===== config.mk =====
export PLATFORM = sky130hd
export DESIGN_NAME = tlb_top
export DESIGN_NICKNAME = d
export VERILOG_FILES = /design/src/rtl/tlb_pkg.sv /design/src/rtl/tlb_match.sv /design/src/rtl/tlb_datapath.sv /design/src/rtl/tlb_control.sv /design/src/rtl/tlb_top.sv
export SDC_FILE = /design/constraint.sdc
export NUM_CORES = 2
export LEC_CHECK = 0
export BUFFER_PORTS_ARGS = -buffer_cell sky130_fd_sc_hd__clkbuf_2
export CAP_MARGIN = 20
export CORE_AREA = 2 2 459 461
export CTS_CLUSTER_SIZE = 28
export DETAILED_ROUTE_END_ITERATION = 10
export DIE_AREA = 0 0 461 463
export HOLD_SLACK_MARGIN = 0.1
export PLACE_DENSITY_LB_ADDON = 0.25
export REMOVE_ABC_BUFFERS = 1
export SLEW_MARGIN = 20
export SYNTH_ARGS = -nofsm -noshare
export SYNTH_HDL_FRONTEND = slang
export SYNTH_SLANG_ARGS = --single-unit

===== constraint.sdc =====
create_clock -name clk -period 7.7 [get_ports clk]
set_input_delay 1.155 -clock clk [delete_from_list [all_inputs] [get_ports clk]]
set_output_delay 1.155 -clock clk [all_outputs]
set_load 0.05 [all_outputs]

===== src/rtl/tlb_pkg.sv =====
package tlb_pkg;

  typedef enum logic [1:0] {
    ACC_READ  = 2'b00,
    ACC_WRITE = 2'b01,
    ACC_EXEC  = 2'b10,
    ACC_RSVD  = 2'b11
  } accMode_t;

  // right bit positions inside an entry's permission field
  localparam int PERM_RD = 0;
  localparam int PERM_WR = 1;
  localparam int PERM_EX = 2;
  localparam int PERM_W  = 3;

  // strobes from control to datapath
  typedef struct packed {
    logic lookHit;
    logic lookMiss;
    logic lookFault;
    logic doFill;
    logic wipeAll;
    logic wipeAsid;
  } tlbStrobe_t;

endpackage


===== src/rtl/tlb_match.sv =====
module tlb_match #(
  parameter int ENTRIES = 48,
  parameter int VPN_W   = 20,
  parameter int ASID_W  = 8,
  localparam int IDX_W  = $clog2(ENTRIES)
) (
  input  logic [ENTRIES-1:0] occ,
  input  logic [VPN_W-1:0]   vpnTab  [ENTRIES],
  input  logic [ASID_W-1:0]  asidTab [ENTRIES],
  input  logic [VPN_W-1:0]   keyVpn,
  input  logic [ASID_W-1:0]  keyAsid,
  output logic               found,
  output logic [IDX_W-1:0]   idx
);

  logic [ENTRIES-1:0] hitVec;

  for (genvar g = 0; g < ENTRIES; g++) begin : g_cmp
    assign hitVec[g] = occ[g] && (vpnTab[g] == keyVpn) && (asidTab[g] == keyAsid);
  end

  // lowest index wins
  always_comb begin
    found = |hitVec;
    idx   = '0;
    for (int i = ENTRIES - 1; i >= 0; i--) begin
      if (hitVec[i]) idx = IDX_W'(i);
    end
  end

endmodule


===== src/rtl/tlb_datapath.sv =====
module tlb_datapath
  import tlb_pkg::*;
#(
  parameter int ENTRIES = 48,
  parameter int VPN_W   = 20,
  parameter int PFN_W   = 20,
  parameter int ASID_W  = 8,
  localparam int IDX_W  = $clog2(ENTRIES)
) (
  input  logic               clk,
  input  logic               rstN,
  input  tlbStrobe_t         strobe,
  input  logic [IDX_W-1:0]   wrIdx,
  input  logic [VPN_W-1:0]   lkVpn,
  input  logic [ASID_W-1:0]  lkAsid,
  input  logic [1:0]         lkMode,
  input  logic [VPN_W-1:0]   fillVpn,
  input  logic [ASID_W-1:0]  fillAsid,
  input  logic [PFN_W-1:0]   fillPfn,
  input  logic [PERM_W-1:0]  fillPerm,
  input  logic               fillPresent,
  input  logic [ASID_W-1:0]  flushAsid,
  output logic               lkFound,
  output logic [IDX_W-1:0]   lkIdx,
  output logic               lkPresent,
  output logic [PERM_W-1:0]  lkPerm,
  output logic               fillFound,
  output logic [IDX_W-1:0]   fillIdx,
  output logic               freeAny,
  output logic [IDX_W-1:0]   freeIdx,
  output logic [ENTRIES-1:0] occVec,
  output logic [PFN_W-1:0]   pfnQ,
  output logic [VPN_W-1:0]   rspVpnQ,
  output logic [1:0]         rspModeQ
);

  logic [ENTRIES-1:0] occQ;
  logic [ENTRIES-1:0] presQ;
  logic [PERM_W-1:0]  permQ [ENTRIES];
  logic [VPN_W-1:0]   vpnQ  [ENTRIES];
  logic [ASID_W-1:0]  asidQ [ENTRIES];
  logic [PFN_W-1:0]   pfnTab[ENTRIES];

  assign occVec = occQ;

  tlb_match #(.ENTRIES(ENTRIES), .VPN_W(VPN_W), .ASID_W(ASID_W)) lookMatch (
    .occ(occQ), .vpnTab(vpnQ), .asidTab(asidQ),
    .keyVpn(lkVpn), .keyAsid(lkAsid),
    .found(lkFound), .idx(lkIdx)
  );

  tlb_match #(.ENTRIES(ENTRIES), .VPN_W(VPN_W), .ASID_W(ASID_W)) fillMatch (
    .occ(occQ), .vpnTab(vpnQ), .asidTab(asidQ),
    .keyVpn(fillVpn), .keyAsid(fillAsid),
    .found(fillFound), .idx(fillIdx)
  );

  assign lkPresent = presQ[lkIdx];
  assign lkPerm    = permQ[lkIdx];

  // lowest unoccupied slot
  always_comb begin
    freeAny = ~&occQ;
    freeIdx = '0;
    for (int i = ENTRIES - 1; i >= 0; i--) begin
      if (!occQ[i]) freeIdx = IDX_W'(i);
    end
  end

  // occupancy: flush first, fill written last so it survives
  always_ff @(posedge clk or negedge rstN) begin
    if (!rstN) begin
      occQ <= '0;
    end else begin
      for (int i = 0; i < ENTRIES; i++) begin
        if (strobe.wipeAll || (strobe.wipeAsid && asidQ[i] == flushAsid))
          occQ[i] <= 1'b0;
      end
      if (strobe.doFill) occQ[wrIdx] <= 1'b1;
    end
  end

  // payload, meaningful only while occupied
  always_ff @(posedge clk) begin
    if (strobe.doFill) begin
      vpnQ[wrIdx]   <= fillVpn;
      asidQ[wrIdx]  <= fillAsid;
      pfnTab[wrIdx] <= fillPfn;
      permQ[wrIdx]  <= fillPerm;
      presQ[wrIdx]  <= fillPresent;
    end
  end

  // response registers
  always_ff @(posedge clk or negedge rstN) begin
    if (!rstN) begin
      pfnQ     <= '0;
      rspVpnQ  <= '0;
      rspModeQ <= '0;
    end else begin
      pfnQ <= strobe.lookHit ? pfnTab[lkIdx] : '0;
      if (strobe.lookMiss || strobe.lookFault) begin
        rspVpnQ  <= lkVpn;
        rspModeQ <= lkMode;
      end else begin
        rspVpnQ  <= '0;
        rspModeQ <= '0;
      end
    end
  end

endmodule


===== src/rtl/tlb_control.sv =====
module tlb_control
  import tlb_pkg::*;
#(
  parameter int ENTRIES = 48,
  localparam int IDX_W  = $clog2(ENTRIES)
) (
  input  logic              clk,
  input  logic              rstN,
  input  logic              lkValid,
  input  logic [1:0]        lkMode,
  input  logic              fillValid,
  input  logic              flushValid,
  input  logic              flushAll,
  input  logic              lkFound,
  input  logic [IDX_W-1:0]  lkIdx,
  input  logic              lkPresent,
  input  logic [PERM_W-1:0] lkPerm,
  input  logic              fillFound,
  input  logic [IDX_W-1:0]  fillIdx,
  input  logic              freeAny,
  input  logic [IDX_W-1:0]  freeIdx,
  output tlbStrobe_t        strobe,
  output logic [IDX_W-1:0]  wrIdx,
  output logic              hitQ,
  output logic              missQ,
  output logic              faultQ
);

  localparam logic [IDX_W-1:0] LAST_IDX = IDX_W'(ENTRIES - 1);

  logic             modeOk;
  logic [IDX_W-1:0] victPtrQ;
  logic [IDX_W-1:0] lastHitQ;
  logic             lastHitValidQ;
  logic [IDX_W-1:0] rotCand;
  logic             evict;

  function automatic logic [IDX_W-1:0] stepIdx(input logic [IDX_W-1:0] x);
    return (x == LAST_IDX) ? '0 : x + 1'b1;
  endfunction

  always_comb begin
    unique case (accMode_t'(lkMode))
      ACC_READ:  modeOk = lkPerm[PERM_RD];
      ACC_WRITE: modeOk = lkPerm[PERM_WR];
      ACC_EXEC:  modeOk = lkPerm[PERM_EX];
      default:   modeOk = 1'b0;
    endcase
  end

  always_comb begin
    strobe.lookHit   = lkValid && lkFound && lkPresent && modeOk;
    strobe.lookFault = lkValid && lkFound && !(lkPresent && modeOk);
    strobe.lookMiss  = lkValid && !lkFound;
    strobe.doFill    = fillValid;
    strobe.wipeAll   = flushValid && flushAll;
    strobe.wipeAsid  = flushValid && !flushAll;
  end

  // not-last-used rotating victim
  always_comb begin
    rotCand = victPtrQ;
    if (lastHitValidQ && victPtrQ == lastHitQ) rotCand = stepIdx(victPtrQ);
    evict = fillValid && !fillFound && !freeAny;
    if (fillFound)    wrIdx = fillIdx;
    else if (freeAny) wrIdx = freeIdx;
    else              wrIdx = rotCand;
  end

  always_ff @(posedge clk or negedge rstN) begin
    if (!rstN) begin
      victPtrQ      <= '0;
      lastHitQ      <= '0;
      lastHitValidQ <= 1'b0;
      hitQ          <= 1'b0;
      missQ         <= 1'b0;
      faultQ        <= 1'b0;
    end else begin
      hitQ   <= strobe.lookHit;
      missQ  <= strobe.lookMiss;
      faultQ <= strobe.lookFault;
      if (evict) victPtrQ <= stepIdx(rotCand);
      if (strobe.lookHit) begin
        lastHitQ      <= lkIdx;
        lastHitValidQ <= 1'b1;
      end
    end
  end

endmodule


===== src/rtl/tlb_top.sv =====
module tlb_top
  import tlb_pkg::*;
#(
  parameter int ENTRIES = 48,
  parameter int VPN_W   = 20,
  parameter int PFN_W   = 20,
  parameter int ASID_W  = 8
) (
  input  logic              clk,
  input  logic              rstN,
  input  logic              lkValid,
  input  logic [VPN_W-1:0]  lkVpn,
  input  logic [ASID_W-1:0] lkAsid,
  input  logic [1:0]        lkMode,
  input  logic              fillValid,
  input  logic [VPN_W-1:0]  fillVpn,
  input  logic [ASID_W-1:0] fillAsid,
  input  logic [PFN_W-1:0]  fillPfn,
  input  logic              fillRead,
  input  logic              fillWrite,
  input  logic              fillExec,
  input  logic              fillPresent,
  input  logic              flushValid,
  input  logic              flushAll,
  input  logic [ASID_W-1:0] flushAsid,
  output logic              hit,
  output logic              miss,
  output logic              fault,
  output logic [PFN_W-1:0]  pfn,
  output logic [VPN_W-1:0]  rspVpn,
  output logic [1:0]        rspMode
);

  localparam int IDX_W = $clog2(ENTRIES);

  tlbStrobe_t         strobe;
  logic [IDX_W-1:0]   wrIdx;
  logic               lkFound;
  logic [IDX_W-1:0]   lkIdx;
  logic               lkPresent;
  logic [PERM_W-1:0]  lkPerm;
  logic               fillFound;
  logic [IDX_W-1:0]   fillIdx;
  logic               freeAny;
  logic [IDX_W-1:0]   freeIdx;
  logic [ENTRIES-1:0] occVec;
  logic [PERM_W-1:0]  fillPerm;

  always_comb begin
    fillPerm          = '0;
    fillPerm[PERM_RD] = fillRead;
    fillPerm[PERM_WR] = fillWrite;
    fillPerm[PERM_EX] = fillExec;
  end

  tlb_control #(.ENTRIES(ENTRIES)) ctrl (
    .clk(clk), .rstN(rstN),
    .lkValid(lkValid), .lkMode(lkMode),
    .fillValid(fillValid), .flushValid(flushValid), .flushAll(flushAll),
    .lkFound(lkFound), .lkIdx(lkIdx), .lkPresent(lkPresent), .lkPerm(lkPerm),
    .fillFound(fillFound), .fillIdx(fillIdx),
    .freeAny(freeAny), .freeIdx(freeIdx),
    .strobe(strobe), .wrIdx(wrIdx),
    .hitQ(hit), .missQ(miss), .faultQ(fault)
  );

  tlb_datapath #(.ENTRIES(ENTRIES), .VPN_W(VPN_W), .PFN_W(PFN_W), .ASID_W(ASID_W)) dp (
    .clk(clk), .rstN(rstN),
    .strobe(strobe), .wrIdx(wrIdx),
    .lkVpn(lkVpn), .lkAsid(lkAsid), .lkMode(lkMode),
    .fillVpn(fillVpn), .fillAsid(fillAsid), .fillPfn(fillPfn),
    .fillPerm(fillPerm), .fillPresent(fillPresent),
    .flushAsid(flushAsid),
    .lkFound(lkFound), .lkIdx(lkIdx), .lkPresent(lkPresent), .lkPerm(lkPerm),
    .fillFound(fillFound), .fillIdx(fillIdx),
    .freeAny(freeAny), .freeIdx(freeIdx),
    .occVec(occVec),
    .pfnQ(pfn), .rspVpnQ(rspVpn), .rspModeQ(rspMode)
  );

endmodule


=== Yosys cells after proc, flatten, opt, wreduce, memory -nomap -nowiden ===
Memories as Yosys holds them, arrays and structs flattened.
Cells that the tools add are included.

* Register bits: 1498
* Bits in writable memories: 1104
* Bits of input ports: 96
* Output and inout port bits: 45
* Logic and storage cells: 888
* Memories kept: 2

{| class="wikitable"
|+ Memories
! name !! words !! width !! rd ports !! clocked after memory_dff !! write ports !! line !! source
|-
| dp.pfnTab || 48 || 20 || 1 || 0 || 1 || tlb_datapath.sv:42 || <nowiki>logic [PFN_W-1:0] pfnTab[ENTRIES];</nowiki>
|-
| dp.permQ || 48 || 3 || 1 || 0 || 1 || tlb_datapath.sv:39 || <nowiki>logic [PERM_W-1:0] permQ [ENTRIES];</nowiki>
|}

* $add $sub $neg: 2
* Order comparisons: 5
* Eq/ne operators: 245
* Muxes and demuxes: 215
* Bitwise operators: 2
* Reduce and logical (&&, ||, !) cells: 310

{| class="wikitable"
|+ Operator list
! operator !! count
|-
| 20-bit == test || 96
|-
| 8-bit == test || 144
|-
| 960-bit bitwise mux || 1
|-
| 6-bit two-way mux || 149
|-
| 384-bit bitwise mux || 1
|-
| 1-bit logical AND || 253
|-
| 20-bit demux with 6-bit select || 1
|-
| 48-bit OR reduction || 2
|-
| 20-bit two-way mux || 3
|-
| 1-bit two-way mux || 52
|-
| 1-bit logical OR || 49
|-
| 48-bit bitwise mux || 1
|-
| 8-bit demux with 6-bit select || 1
|-
| 48-bit two-way mux || 1
|-
| 48-bit bitwise OR || 1
|-
| 48-bit AND reduction || 1
|-
| 6-bit by 7-bit < comparator with 1-bit output, second input constant || 2
|-
| 6-bit by 1-bit adder with 6-bit output, second input constant || 2
|-
| 6-bit == test, second input constant || 2
|-
| 8-bit two-way mux || 1
|-
| 7-bit greater-or-equal comparator, second input constant || 1
|-
| 7-bit by 1-bit < comparator with 1-bit output, second input constant || 1
|-
| 6-bit inverter with 7-bit output || 1
|-
| 1-bit binary-select mux with 6-bit select || 1
|-
| other kinds (9) || 12
|}

=== Logic depth before layout (Yosys ltp) ===
* Word-level depth: 58
* Gate-level depth with buffers: 27
* Depth with buffers taken out: 18

=== By module ===
A second synthesis with hierarchy kept.

* Cell total of the unflattened synthesis: 8423
* Area total of the unflattened synthesis: 126441.3 um2

{| class="wikitable"
|+ Modules (own cells, without submodules)
! module !! times used !! cells an instance !! area each (um2) !! seq. area each (um2)
|-
| tlb_datapath || 1 || 4058 || 92160.9 || 77204.0
|-
| tlb_match || 2 || 2115 || 16507.1 || 0.0
|-
| tlb_control || 1 || 135 || 1266.2 || 400.4
|}

=== Worst setup path before layout ===
Ideal clock, no wire load.

* Path kind: input-to-reg
* Start point: input fillVpn[14]
* End point: register dp.asidQ[288] (netlist name) (enable)
* Setup time: 0.462 ns
* Arrival: 6.991 ns
* Required time: 7.238 ns
* Path slack: 0.247 ns
* Cell stages on the path: 18
* Path buffers: 6
* Cell sequence: clkbuf_1 > buf_2 > buf_2 > buf_4 > buf_2 > buf_2 > xor2_1 > nor4_1 > nand4_1 > and2_1 > nand2_1 > nor4_1 > nand3_1 > o21ai_0 > nor2b_1 > nand2_1 > or2_2 > nor2_1

{| class="wikitable"
|+ RTL lines
! what !! line !! source
|-
| start, declared || tlb_top.sv:16 || <nowiki>input logic [VPN_W-1:0] fillVpn,</nowiki>
|-
| end signal, assigned by index || tlb_datapath.sv:87 || <nowiki>asidQ[wrIdx] <= fillAsid;</nowiki>
|-
| end, declared || tlb_datapath.sv:41 || <nowiki>logic [ASID_W-1:0] asidQ [ENTRIES];</nowiki>
|}

=== Final worst setup path ===
* Start point: input lkAsid[6]
* End point: register dp.pfnQ[19]

* Longest elaborated chain between the ends: 55
* Elaborated cells on any way between the ends: 154
* Those cells by class: 48 x eq/ne; 52 x mux; 52 x reduce/logical; 2 x memory

{| class="wikitable"
|+ Ends and longest elaborated chain
! what !! line !! source
|-
| start, declared || tlb_top.sv:13 || <nowiki>input logic [ASID_W-1:0] lkAsid,</nowiki>
|-
| parallel branches: the longest is 54 deep, another holds 8-bit == test || n/a ||
|-
| 20-bit two-way mux * || tlb_datapath.sv:101 || <nowiki>pfnQ <= strobe.lookHit ? pfnTab[lkIdx] : '0;</nowiki>
|-
| end signal, assigned || tlb_datapath.sv:101 ||
|-
| end, declared || tlb_datapath.sv:32 || <nowiki>output logic [PFN_W-1:0] pfnQ,</nowiki>
|}

Every way passes the cells marked *. The select of a mux whose other input is x is not followed.
A chain may end at the register's enable or synchronous reset.

==> flow_summary.toml <==
[outcome]
status = "complete, but fails checks"
violations = "design-rule violations"

[timing]
slew_viol_final = 0
final-setup-viol-count = 0
finalHoldViolations = 0
timing.final.ws_setup_ps = 614.9
max_freq_mhz = 141.1
skew_ps = 115.8
period_share_pct = 92.01
tightest_slew_ps = 1176
rsz0062_at_grt = "no"
fin_crit_ps = 7085
slew_headroom_pct = 20.87

[global_routing]
grt_max_degree = 74
grt_use_total_pct = 50.54
grt_pass1_wl_um = 757900
antenna_found_initial = 16
overflow = 0
grt_pass1_vias = 100900

[yosys]
synth_cells = 10770
postSynthAreaPerCell_sq_um = 12.34
synth_top_area_cell = "edfxtp_1"
synth_cell_type_count = 104
synth_seq_cells = 2602
synth_top_area_share_pct = 56.36
synth_ff_type = "edfxtp_1"
synth_top_cells_by_area = "edfxtp_1 56%, xnor2_1 11%, xor2_1 8.9%"
syn_area_sq_um = 133000
synth.yosys.seq_area_share_pct = 58.36
synth-edff-count = 2496
ys_async_sr_fraction_pct = 4.074
ys_warn_count = 0

[cells_and_area]
final_common_cell = "edfxtp_1"
seq_area_sq_um = 77600
most-common-layout-cells = "2496 x edfxtp_1, 1704 x xnor2_1, 1353 x xor2_1"
final_nets = 11380
multiInputGateArea_sq_um = 52330
nFillCells = 13370
utilization_pct = 72.74
final_cell_count_no_fill = 14310
drive_above_1_share_pct = 12.24
area_growth_pct = 14.05

[clocking]
cts_tree = "built"
hold_buffers = 0
clk_latency_ps = 1010
cts_buffers = 293
cts.sinks = 2602
cts.path.max_buffers = 4
clkSlewWorstSetupHoldPaths_ps = 60
cts_setup_buffers = 0
cts_root_buf = "clkbuf_16"
htree_num_levels = 5
post_cts_resized = 0

[worst_setup_path]
path_max_fanout = 19
reg2reg_slack_ps = 840
r2r-end = "dp.pfnQ[19]$_DFF_PN0_"
worstPathArrival_ps = 7900
crit_type = "in -> reg"
r2r_start = "dp.asidQ[200]$_DFFE_PP_"
cp-end-kind = "flop"
cp-start-kind = "primary input"
r2r_cells = 21
critPathRequiredTime_ps = 8520

[drt]
vias = 102900
viasPerCell = 7.189
wire_per_inst_um = 38.22
dr.pass1.iters = 11
drcViolationCount = 205
drt_wl_total_um = 546900
drt_iter0_markers = 19420
drtAntennaViolNets = 0

[die]
coreArea_sq_um = 208500
io_pins = 141
die_x_um = 461
die_h_um = 463
initial_core_util_pct = 63.78
rows = 168
die_area_sq_um = 213400

[placed_design]
place_inst = 13790
place_ws_ps = 186.8
gp_congestion = 1.068
numPortBuffers = 140
hpwl_um = 347100

[power]
p_per_area_nw_per_um2 = 220.7
cellLeakagePower_nw = 50.60
vdd_ir_drop_max_v = 0.0003341

[min_path]
hold_path_class = "in -> async"

[job]
maxCapViolCount = 0
==> cells by family after synthesis <==
| logic type | Yosys count | synth area share, % |
|---|---|---|
| buffers and inverters | 675 | 2.673 |
| adder cells (fa/ha/maj) | 2 | 0.01881 |
| AO/OA/AOI/OAI | 626 | 3.144 |
| AND/OR/NAND/NOR | 3646 | 14.38 |
| multiplexers | 163 | 1.275 |
| flip-flops | 2602 | 58.36 |
| XOR/XNOR | 3059 | 20.16 |
==> worst max-delay path, cell delays in order <==
cell	delay [ps]
buf_4	610
buf_4	400
buf_4	360
xnor2_1	240
nand3b_1	140
nor4_1	360
nand4_1	590
and3_1	540
a22oi_1	630
o21ai_4	400
buf_4	330
mux2i_1	150
mux2i_1	200
mux2i_1	110
nand2_1	90
o31ai_1	90
a221o_1	420
nand3_2	130
nand3_2	140
buf_4	220
a311oi_1	490
==> metrics by stage <==
step / power [mW] / area, sq um / setup TNS (ps) / hold slack, ps
3_3_place_gp: 19.68 / 142500 / 0 / 456.2
6_report: 33.48 / 151700 / 0 / 330.5
3_5_place_dp: 19.72 / 142500 / 0 / 460.9
5_1_grt: 33.93 / 151700 / 0 / 339.4
4_1_cts: 33.20 / 151600 / 0 / 296.4
2_1_floorplan: 17.53 / 129700 / -234450 / 434.3
==> worst max-delay path by stage <==
stage | slack (ps) | endpoint | cells past startpoint | from
6_report | 610 | dp.pfnQ[19]$_DFF_PN0_ | 21 | lkAsid[6]
2_1_floorplan | -4780 | dp.pfnQ[11]$_DFF_PN0_ | 16 | lkVpn[13]
3_5_place_dp | 190 | dp.pfnQ[0]$_DFF_PN0_ | 21 | lkAsid[6]
4_1_cts | 1080 | dp.pfnQ[19]$_DFF_PN0_ | 21 | lkAsid[6]
5_1_grt | 830 | dp.pfnQ[19]$_DFF_PN0_ | 21 | lkVpn[4]
3_3_place_gp | 190 | dp.pfnQ[0]$_DFF_PN0_ | 21 | lkAsid[6]
==> registers in the layout (all words and copies together), names as in the netlist, 20 cells and up <==
name / cells
dp.asidQ: 384
dp.occVec: 48
dp.permQ: 144
dp.pfnQ: 20
dp.pfnTab: 960
dp.presQ: 48
dp.rspVpnQ: 20
dp.vpnQ: 960
==> report_power, final <==
group	internal, mW	switching [mW]	total [mW]
clock	7.99	5.83	13.8
combinational	1.12	2.54	3.66
sequential	15.8	0.187	16.0
==> cell usage after synthesis (10+ instances only) <==
cell	number
o211ai_1	65
a21boi_0	15
nor4b_1	11
a2111oi_0	12
and4_1	23
clkbuf_1	173
inv_1	63
o311ai_0	17
edfxtp_1	2496
nor3b_1	44
nor2b_1	11
nor4_1	457
or3_1	47
o2111ai_1	10
nand3_1	530
nor3_1	128
o21ai_0	204
nand2b_1	61
buf_4	73
xnor2_1	1704
mux2_2	34
buf_2	253
dfrtp_1	106
nor2_1	135
and3_1	162
nand4_1	717
or4_1	26
a211oi_1	60
mux2i_1	127
or2_2	50
a31oi_1	24
a211o_1	21
xor2_1	1353
a311oi_1	13
and2_1	52
a21oi_1	95
nand3b_1	25
buf_1	54
buf_6	57
nand2_1	1135
==> routing by layer <==
metal | share of wire, % | GRT usage, % | vias to the layer above
li1 | - | - | 40280
met1 | 33 | 64.83 | 49710
met2 | 42 | 73.05 | 10060
met3 | 16 | 16.03 | 2789
met4 | 9.0 | 35.27 | 14
met5 | 0.023 | 0 | -
==> layout make-up <==
type | count | share of cell area [%]
well taps | 2805 | 2.314
repair buffers | 827 | 5.798
flip-flops and latches | 2602 | 51.16
diodes | 12 | 0.01980
clock buffers | 380 | 5.233
inverters | 63 | 0.1559
clock inverters | 124 | 0.8101
multi-input cells | 7496 | 34.50
(Power assumes the default switching activity.)
